File: src/rtl/tile_addr_gen.sv
module tile_addr_gen #(
  parameter int CW = 16,
  parameter int PW = 16,
  parameter int OW = 32
) (
  input  logic          clk,
  input  logic          rst_n,
  input  logic          in_valid,
  input  logic [CW-1:0] px,
  input  logic [CW-1:0] py,
  input  logic [CW-1:0] org_x,
  input  logic [CW-1:0] org_y,
  input  logic [PW-1:0] pitch,
  input  logic [2:0]    bpp,
  input  logic [1:0]    tile_mode,
  input  logic [2:0]    swz_mode,
  output logic          out_valid,
  output logic [OW-1:0] out_offset,
  output logic          out_err
);
  localparam logic [1:0] MODE_LIN  = 2'd0;
  localparam logic [1:0] MODE_WIDE = 2'd1;
  localparam logic [1:0] MODE_TALL = 2'd2;

  logic [1:0]    sh;
  logic          bad;
  logic [OW-1:0] tx, ty, xb, pstride, lin, base, sum;
  logic [11:0]   tin, sw;
  logic          flip;

  always_comb begin
    case (bpp)
      3'd1:    sh = 2'd0;
      3'd2:    sh = 2'd1;
      default: sh = 2'd2;
    endcase
  end

  assign bad = !(bpp == 3'd1 || bpp == 3'd2 || bpp == 3'd4) ||
               (tile_mode == 2'd3) || (swz_mode > 3'd4);

  assign tx      = OW'(px) + OW'(org_x);
  assign ty      = OW'(py) + OW'(org_y);
  assign xb      = tx << sh;
  assign pstride = OW'(pitch) << sh;
  assign lin     = (OW'(py) * OW'(pitch) + OW'(px)) << sh;

  assign tin = (tile_mode == MODE_WIDE) ? {ty[2:0], xb[8:0]}
                                        : {xb[6:4], ty[4:0], xb[3:0]};

  always_comb begin
    case (swz_mode)
      3'd1:    flip = tin[9];
      3'd2:    flip = tin[9] ^ tin[10];
      3'd3:    flip = tin[9] ^ tin[11];
      3'd4:    flip = tin[9] ^ tin[10] ^ tin[11];
      default: flip = 1'b0;
    endcase
  end

  assign sw = tin ^ {5'b0, flip, 6'b0};

  assign base = (tile_mode == MODE_WIDE)
              ? (((xb >> 9) << 12) + (ty >> 3) * (pstride << 3))
              : (((xb >> 7) << 12) + (ty >> 5) * (pstride << 5));

  assign sum = (tile_mode == MODE_LIN) ? lin : base + OW'(sw);

  always_ff @(posedge clk) begin
    if (!rst_n) begin
      out_valid  <= 1'b0;
      out_offset <= '0;
      out_err    <= 1'b0;
    end else begin
      out_valid <= in_valid;
      if (in_valid) begin
        out_offset <= bad ? '0 : sum;
        out_err    <= bad;
      end
    end
  end
endmodule


File: config.mk
export PLATFORM = sky130hd
export DESIGN_NAME = tile_addr_gen
export DESIGN_NICKNAME = d
export VERILOG_FILES = /design/src/rtl/tile_addr_gen.sv
export SDC_FILE = /design/constraint.sdc
export NUM_CORES = 2
export LEC_CHECK = 0
export ABC_AREA = 1
export CORE_ASPECT_RATIO = 2
export CORE_MARGIN = 3
export CORE_UTILIZATION = 64
export CTS_CLUSTER_DIAMETER = 80
export DETAILED_ROUTE_END_ITERATION = 12
export PLACE_DENSITY_LB_ADDON = 0.2
export SLEW_MARGIN = 40
export SYNTH_ARGS = -nofsm -noshare
export SYNTH_HDL_FRONTEND = slang
export SYNTH_SLANG_ARGS = --single-unit
File: constraint.sdc
create_clock -name clk -period 16.4 [get_ports clk]
set_input_delay 3.28 -clock clk [delete_from_list [all_inputs] [get_ports clk]]
set_output_delay 3.28 -clock clk [all_outputs]
set_load 0.01 [all_outputs]
==> impl_metrics.json <==
{
  "dieWidth_um": 152,
  "ys_ff_latch": 34,
  "grtUsageTotal": 0.413,
  "rsz0062_at_grt": "false",
  "cts_hold_buf": 0,
  "fmax_ghz": 0.0745,
  "synth_edf_count": 0,
  "die_area_sq_um": 45100,
  "antenna_found_initial": 0,
  "fin_crit_ns": 13.43,
  "synth.distinct_cells": 61,
  "viasPerCell": 5.78,
  "crit_type": "input port to flop",
  "slowest_delay_ns": 0.70,
  "period_share": 0.819,
  "yosysSeqAreaShare": 0.0251,
  "cts_inserted_buffers": 5,
  "coreArea_sq_um": 41900,
  "maxCapViolations": 0,
  "num_io_pins": 125,
  "setup_viol_count_final": 0,
  "arrival_ns": 13.57,
  "setup-tns-final_ns": 0,
  "hold_violations": 0,
  "required_ns": 16.54,
  "min_path_type": "flop to flop",
  "via_count": 26000,
  "gp_routability_congestion": 1.07,
  "cts_tree": "done",
  "finalWirelength_mm": 90.4,
  "start_util": 0.648,
  "synth_flop_cell": "dfxtp_1",
  "clk_pin_slew_ns": 0.05,
  "drive_gt1_frac": 0.0414,
  "syn2layout_area_growth_pct": 6.99,
  "initialDrtViolationCount": 1714,
  "final-max-slew-violation-count": 0,
  "slowest_stage": "nand2_1",
  "routedWlPerCell_um": 20.1,
  "cts.sinks": 34,
  "startpoint_type": "input port",
  "ctsResizeCount": 0,
  "post-cts-setup-buffer-count": 0,
  "final_nets": 4785,
  "relSlewSlack": 0.384,
  "dr.pass1.iters": 7,
  "fin_worst_skew_ns": 0,
  "drc": 0,
  "cts_buffer_depth": 2,
  "syn_inst": 3896,
  "ys_warn_count": 0,
  "synth.avg_cell_area_sq_um": 6.97,
  "grt_overflow": 0,
  "cp-end-kind": "flop",
  "async_flop_share": 0,
  "num_antenna_cells": 0,
  "ant_nets": 0,
  "grt_pass1_wl_mm": 142,
  "synth_area_sq_um": 27200,
  "dp_hpwl_mm": 77.2,
  "path_max_fanout": 45,
  "status": "completed",
  "crit_top_cell": "nand2_1",
  "grt_max_degree": 67,
  "portBuffers": 124,
  "insertion_delay_ns": 0.27,
  "finish.utilization": 0.693,
  "htree_num_levels": 2,
  "grt_pass1_vias": 27700,
  "preCtsSetupSlack_ns": 2.55,
  "die_y_um": 297,
  "setup_ws_ns": 2.97,
  "clockRootBuffer": "clkbuf_16",
  "rows": 106,
  "worstMarginPinSlew_ns": 0.921
}
==> logic make-up (layout without fill, tap and decap cells) <==
logic type               count (synthesis)  after routing  share of synthesized area
buffers and inverters                 1074           1124                      0.149
AND/OR/NAND/NOR                       1538           1538                      0.238
XOR/XNOR                                86             86                     0.0280
flip-flops                              34             34                     0.0251
multiplexers                             7              7                    0.00258
adder cells (fa/ha/maj)                738            738                      0.468
AO/OA/AOI/OAI                          417            417                     0.0893
other                                    2             13                   0.000277
==> metal layers <==
metal | GRT usage | routed length [um] | vias to the layer above
met5 | 0 | 0 | -
met4 | 0.421 | 12500 | 0
met3 | 0.0655 | 5370 | 566
met2 | 0.717 | 45600 | 1143
met1 | 0.386 | 27000 | 12400
li1 | - | - | 11900
==> cell usage after synthesis, types with 5 or more instances <==
library cell  number  share of area
nor2_1           255          0.035
a21oi_1          175          0.032
a31oi_1           14         0.0032
mux2i_1            7         0.0026
a21o_1             8         0.0022
inv_1            934           0.13
inv_2             12         0.0017
o21ai_1           18         0.0033
fa_1             461           0.34
nand4_1           32         0.0074
nand3b_1           7         0.0019
clkinv_1           9         0.0012
or2_2             15         0.0035
o22ai_1            7         0.0016
and3_1             6         0.0014
nor2_2             7         0.0016
ha_1             277           0.13
dfxtp_1           34          0.025
o211ai_1          15         0.0041
xor2_1            57          0.018
o21bai_1          21         0.0058
nand3_2           13         0.0048
o21ai_2            7         0.0023
o21a_1             5         0.0014
buf_2             11         0.0020
o21ai_0          107          0.020
nand2_1          957           0.13
clkbuf_1         104          0.014
nand2_2           20         0.0046
or2_1              6         0.0014
o221ai_1          10         0.0032
nand3_1          176          0.032
a21oi_2            6         0.0019
xnor2_1           28         0.0090
nor3_1            24         0.0044
==> worst max-delay path: cells and delay by family <==
family	cells	cell delay, ns
adders and majority gates	8	3.78
and+or+nand+nor	23	3.40
buffers and inverters	11	1.85
AOI/OAI and AO/OA	6	1.02
xor gates and xnor gates	1	0.17
==> cells in the final DEF, fill, tap and decap left out, drive strengths merged, types with 24 or more instances in the layout <==
cell type,Yosys,layout
nor3,28,28
xor2,58,58
o21bai,24,24
fa,461,461
nor2,266,266
ha,277,277
nand2,980,980
buf,15,48
xnor2,28,28
nand3,189,189
clkdlybuf4s50,0,113
inv,946,947
o21ai,132,132
a21oi,181,181
dfxtp,34,34
nand4,34,34
==> layout make-up <==
type | count | area [sq um]
Inverter | 955 | 3580
Clock buffer | 7 | 133
Multi-Input combinational cell | 2799 | 22500
Tap cell | 540 | 676
Timing Repair Buffer | 161 | 1460
Sequential cell | 34 | 681
Clock inverter | 1 | 30.0
Fill cell | 3725 | 12900
==> path summary, 6_finish.rpt <==
path                         startpoint                           to  slack, ns  cells after the start
min          out_offset[0]$_SDFFE_PN0P_   out_offset[0]$_SDFFE_PN0P_       0.47                      2
max reg2reg        out_err$_SDFFE_PN0P_         out_err$_SDFFE_PN0P_      15.74                      2
min reg2reg  out_offset[0]$_SDFFE_PN0P_   out_offset[0]$_SDFFE_PN0P_       0.47                      2
max                              bpp[2]  out_offset[30]$_SDFFE_PN0P_       2.97                     49
==> metrics by stage <==
step                hold slack (ns)  instances  instance area (sq um)
floorplan                     0.490       3907                  27200
global placement              0.453       4489                  28900
detailed placement            0.455       4489                  28900
CTS                           0.463       4497                  29100
global route                  0.488       4497                  29100
finish                        0.467       4497                  29100
==> flip-flops by register name, summed over array words and instances, names as in the netlist <==
register    flops
out_err         1
out_offset     32
out_valid       1
Power is left out: the tool's default activity adds up to more than one toggle a clock period on the data nets, which glitch-free logic cannot reach.
